--- src/rtl/frmchk_pkg.sv ---
// Shared types and constants for the frame checker.
package frmchk_pkg;
    typedef enum logic [1:0] {
        PAR_NONE  = 2'b00,
        PAR_ODD   = 2'b01,
        PAR_EVEN  = 2'b10,
        PAR_NONE2 = 2'b11
    } par_mode_e;
endpackage

--- src/rtl/frmchk_parity.sv ---
// Per-character parity checker.
// Assumes one strobe per character. Mode codes other than odd/even disable checking.
module frmchk_parity #(
    parameter int DATA_W = 8
) (
    input  logic              clk,
    input  logic              rst_n,
    input  logic              vld,
    input  logic              clr,
    input  logic [DATA_W-1:0] data,
    input  logic              pbit,
    input  logic [1:0]        mode,
    output logic              err
);
    import frmchk_pkg::*;

    logic ones_odd;
    logic bad;
    logic err_q;

    // Decide whether the received character breaks the selected parity rule.
    always_comb begin
        ones_odd = ^{data, pbit};
        case (mode)
            PAR_EVEN: bad = ones_odd;
            PAR_ODD:  bad = ~ones_odd;
            default:  bad = 1'b0;
        endcase
    end

    // Latch the verdict per character; a frame start alone clears it.
    always_ff @(posedge clk) begin
        if (!rst_n)   err_q <= 1'b0;
        else if (vld) err_q <= bad;
        else if (clr) err_q <= 1'b0;
    end

    assign err = err_q;
endmodule

--- src/rtl/frmchk_crc8.sv ---
// One byte of a reflected CRC, with the eight bit steps unrolled.
// Purely combinational. Assumes the LSB-first bit order.
module frmchk_crc8 #(
    parameter int          CRC_W  = 16,
    parameter int          DATA_W = 8,
    parameter logic [CRC_W-1:0] POLY = 16'hA001
) (
    input  logic [CRC_W-1:0]  crc_in,
    input  logic [DATA_W-1:0] data,
    output logic [CRC_W-1:0]  crc_out
);
    logic [CRC_W-1:0] stg [0:DATA_W];

    // Fold the byte into the low end of the register.
    assign stg[0] = crc_in ^ {{(CRC_W-DATA_W){1'b0}}, data};

    // One shift toward the LSB per stage, conditional XOR with the constant.
    for (genvar i = 0; i < DATA_W; i++) begin : g_bit
        assign stg[i+1] = stg[i][0] ? ((stg[i] >> 1) ^ POLY) : (stg[i] >> 1);
    end

    assign crc_out = stg[DATA_W];
endmodule

--- src/rtl/frmchk_len.sv ---
// Saturating frame length counter. It gives the short-frame verdict that
// would apply if the frame ended this cycle.
module frmchk_len #(
    parameter int MIN_BYTES = 6,
    localparam int CNT_W = $clog2(MIN_BYTES + 1)
) (
    input  logic clk,
    input  logic rst_n,
    input  logic vld,
    input  logic sof,
    output logic short_nxt
);
    logic [CNT_W-1:0] cnt_q;
    logic [CNT_W-1:0] base;
    logic [CNT_W-1:0] cnt_nxt;

    // Next count: restart on sof, saturate at the minimum length.
    always_comb begin
        base = sof ? '0 : cnt_q;
        if (vld && (base != CNT_W'(MIN_BYTES))) cnt_nxt = base + 1'b1;
        else                                    cnt_nxt = base;
        short_nxt = (cnt_nxt < CNT_W'(MIN_BYTES));
    end

    // Count register.
    always_ff @(posedge clk) begin
        if (!rst_n) cnt_q <= '0;
        else        cnt_q <= cnt_nxt;
    end
endmodule

--- src/rtl/frame_check.sv ---
// Frame parity and CRC checker top. It checks parity per character and the
// CRC residue over each frame, and reports the verdict the cycle after the end strobe.
// Assumes strobes come from a byte receiver with framing already resolved.
module frame_check #(
    parameter int               DATA_W    = 8,
    parameter int               CRC_W     = 16,
    parameter logic [CRC_W-1:0] POLY      = 16'hA001,
    parameter logic [CRC_W-1:0] INIT      = 16'hFFFF,
    parameter int               MIN_BYTES = 6
) (
    input  logic              clk,
    input  logic              rst_n,
    input  logic [DATA_W-1:0] rx_byte,
    input  logic              rx_par,
    input  logic              byte_vld,
    input  logic              frame_sof,
    input  logic              frame_eof,
    input  logic [1:0]        par_mode,
    output logic              par_err,
    output logic [CRC_W-1:0]  crc_value,
    output logic              frame_done,
    output logic              frame_crc_ok,
    output logic              frame_short
);
    logic [CRC_W-1:0] crc_q;
    logic [CRC_W-1:0] crc_base;
    logic [CRC_W-1:0] crc_step;
    logic [CRC_W-1:0] crc_nxt;
    logic             short_nxt;
    logic             done_q;
    logic             ok_q;
    logic             short_q;

    frmchk_parity #(.DATA_W(DATA_W)) u_par (
        .clk  (clk),
        .rst_n(rst_n),
        .vld  (byte_vld),
        .clr  (frame_sof),
        .data (rx_byte),
        .pbit (rx_par),
        .mode (par_mode),
        .err  (par_err)
    );

    frmchk_crc8 #(.CRC_W(CRC_W), .DATA_W(DATA_W), .POLY(POLY)) u_crc8 (
        .crc_in (crc_base),
        .data   (rx_byte),
        .crc_out(crc_step)
    );

    frmchk_len #(.MIN_BYTES(MIN_BYTES)) u_len (
        .clk      (clk),
        .rst_n    (rst_n),
        .vld      (byte_vld),
        .sof      (frame_sof),
        .short_nxt(short_nxt)
    );

    // Select the register value that applies after this cycle's strobes.
    always_comb begin
        crc_base = frame_sof ? INIT : crc_q;
        crc_nxt  = byte_vld ? crc_step : crc_base;
    end

    // Running CRC register.
    always_ff @(posedge clk) begin
        if (!rst_n) crc_q <= INIT;
        else        crc_q <= crc_nxt;
    end

    // Capture the frame verdict on the end strobe.
    always_ff @(posedge clk) begin
        if (!rst_n) begin
            done_q  <= 1'b0;
            ok_q    <= 1'b0;
            short_q <= 1'b0;
        end else begin
            done_q <= frame_eof;
            if (frame_eof) begin
                ok_q    <= (crc_nxt == '0);
                short_q <= short_nxt;
            end
        end
    end

    assign crc_value    = crc_q;
    assign frame_done   = done_q;
    assign frame_crc_ok = ok_q;
    assign frame_short  = short_q;
endmodule

--- config.mk ---
export PLATFORM = sky130hd
export DESIGN_NAME = frame_check
export DESIGN_NICKNAME = d
export VERILOG_FILES = /design/src/rtl/frmchk_pkg.sv /design/src/rtl/frmchk_parity.sv /design/src/rtl/frmchk_crc8.sv /design/src/rtl/frmchk_len.sv /design/src/rtl/frame_check.sv
export SDC_FILE = /design/constraint.sdc
export NUM_CORES = 1
export LEC_CHECK = 0
export BUFFER_PORTS_ARGS = -buffer_cell sky130_fd_sc_hd__buf_2
export CAP_MARGIN = 20
export CORE_ASPECT_RATIO = 1.4
export CORE_MARGIN = 8
export CORE_UTILIZATION = 25
export DETAILED_ROUTE_END_ITERATION = 10
export HOLD_SLACK_MARGIN = 0.02
export PLACE_DENSITY = 0.45
export RECOVER_POWER = 50
export SLEW_MARGIN = 0
export SYNTH_ARGS = -nofsm -noshare
export SYNTH_HDL_FRONTEND = slang
export SYNTH_SLANG_ARGS = --single-unit
--- constraint.sdc ---
create_clock -name clk -period 3.05 [get_ports clk]
set_input_delay 0.1525 -clock clk [delete_from_list [all_inputs] [get_ports clk]]
set_output_delay 0.1525 -clock clk [all_outputs]
set_load 0.05 [all_outputs]
==> results.cfg <==
[status]
status = completed

[timing]
whs_ns = 0.135
rsz0062_at_grt = false
hold_viol = 0
report.final.setup_viol = 0
clock.fmax_ghz = 0.502
slew_headroom = 0.494
min_period_ns = 1.99
finClkSkew_ns = 0.00561
slew_viol_final = 0
finalSetupTns_ns = 0
worst_pin_slew_ns = 0.760
fin_crit_sh = 0.653

[placement]
place_congestion = 0.802
hpwl_um = 3520
dp.cells = 278
port_buffers = 35
placed_cell_area_um2 = 1770

[grt]
grt_pass1_wl_um = 7590
grt_pass1_vias = 1476
antenna_found_initial = 0
grt_max_degree = 36
grt.overflow.total = 0
grt_util_all_layers = 0.110

[synthesis]
ys_ff_latch = 23
synthTopCellsByArea = dfxtp_1 30%, xnor2_1 12%, xnor3_1 5.9%
ys_warn_count = 0
synth_area_leader_cell = dfxtp_1
syn-cell-area_um2 = 1540
synth_top_area_frac = 0.299
synth_edf_count = 0
synth_fp_nets = 198
synth.avg_cell_area_um2 = 8.55
syn_inst = 180
synth_flop_cell = dfxtp_1
async_reset_ff_frac = 0
ys_seq_area_frac = 0.299
yosys.cell_types.count = 44

[layout]
multi_input_area_um2 = 1020
fin_area_um2 = 1800
drive_gt1_frac = 0.148
fin_util = 0.295
diodes = 0
final_cells = 282
nFillCells = 686
ff_latch_area_um2 = 460
area_delta_synth_final_pct = 16.7
nNetsFinal = 229

[critical_path]
start_kind = flip-flop
crit_type = reg2reg
cp-end-kind = flip-flop
cp-startpoint = crc_value[2]
r2r-start = crc_value[2]
critPathMaxFanout = 6
crit_required_ns = 3.15
crit_arrival_ns = 2.09

[clock_tree]
cts_made_buffers = 3
cts_root_buf = clkbuf_8
ctsHoldBuffers = 0
clock_latency_ns = 0.27
cts.sinks = 23
htree_levels = 1
clkTransAtPathRegs_ns = 0.08
cts_resized = 0
cts_setup_buffers = 0
clockBufferDepth = 2
cts_tree = built

[detailed_routing]
wire_per_inst_um = 16.4
vias = 1415
antenna_left = 0
drc_errors = 0
viasPerCell = 5.02
routed_wl_um = 4620
drt_iter0_markers = 81
first_pass_iters = 4

[pwr]
ir_drop_uv = 136
leakage_uw = 0.000684
p_per_area_nw_per_um2 = 496

[floorplan]
core_area_um2 = 6080
die-width_um = 82.3
die_area_um2 = 8960
initial_core_util = 0.253
ios = 36
die-height_um = 109
rows = 34

[hold_path]
hold_start = frame_eof
min_path_type = in2reg

[flow_run]
maxCapViolations = 0
[layer usage]
metal  up-vias  GRT usage  wire (um)
met2        26      0.189       2440
met5         -          0          0
met3         6     0.0173        166
met4         0     0.0605        139
met1       681      0.126       1880
li1        702          -          -
[path summary, 6_finish.rpt]
| check | to | slack, ns | depth (start not counted) |
|---|---|---|---|
| max reg2reg | crc_value[0] | 1.06 | 6 |
| min reg2reg | frame_crc_ok | 0.51 | 2 |
| max | crc_value[0] | 1.06 | 6 |
| min | frame_short | 0.14 | 2 |
[where the power goes]
group	switching, uW	total, uW	internal [uW]
clock	102	195	93.3
sequential	27.7	350	322
combinational	212	347	134
total	342	892	550
[synth_stat cells (2+ instances only)]
cell type / count
a211oi_1: 2
a21oi_1: 6
a31oi_1: 2
buf_2: 2
clkbuf_1: 8
dfxtp_1: 23
ha_1: 2
inv_1: 4
mux2i_1: 6
nand2_1: 18
nand2b_1: 6
nor2_1: 19
nor3_1: 8
nor4_1: 3
o211ai_1: 6
o21a_1: 2
o21ai_0: 9
o22ai_1: 2
o2bb2ai_1: 2
or2_2: 2
or4_1: 2
xnor2_1: 21
xnor3_1: 4
[critical path: stages (launching register included)]
cell	delay (ns)
dfxtp_1	0.50
nor2_1	0.09
xnor2_1	0.30
xnor3_1	0.38
xnor3_2	0.29
o22ai_1	0.15
o311ai_1	0.12
[area by class of cell]
cell class / count / share of cell area
timing repair buffer: 36 / 0.0905
sequential: 23 / 0.256
inverter: 4 / 0.00836
multi-input combinational: 143 / 0.570
tap: 72 / 0.0501
clock buffer: 4 / 0.0251
[stage by stage]
step           power (uW)  setup WS [ns]
5_1_grt               945          0.825
4_1_cts               910           1.06
3_3_place_gp          711          0.983
6_report              892           1.06
3_5_place_dp          711          0.966
2_1_floorplan         622          0.940
[sequential cells by signal (all words and copies together) (netlist names)]
register,count
u_len.cnt_q,3
u_par.err,1
crc_value,16
frame_crc_ok,1
frame_short,1
frame_done,1
[cell families after synthesis]
logic type / synth area share
mux: 0.0390
simple gates: 0.202
xor+xnor: 0.210
buf+inv: 0.0358
flops: 0.299
compound gates: 0.198
fa+ha+maj: 0.0163
[cells in the final DEF (no fill, tap or decap), types with 2 or more instances in the layout]
cell,instances
dfxtp_1,23
clkbuf_8,3
xnor3_1,4
a211oi_1,2
nor2_1,19
a21oi_1,6
o22ai_1,2
o21ai_0,9
or2_2,2
mux2i_1,6
nand2_1,18
xnor2_1,21
o21a_1,2
or4_1,2
a31oi_1,2
nand2b_1,6
ha_1,2
inv_1,4
o2bb2ai_1,2
clkbuf_1,17
buf_2,19
nor4_1,3
nor3_1,8
o211ai_1,6
Power figures use the tool's default switching activity.
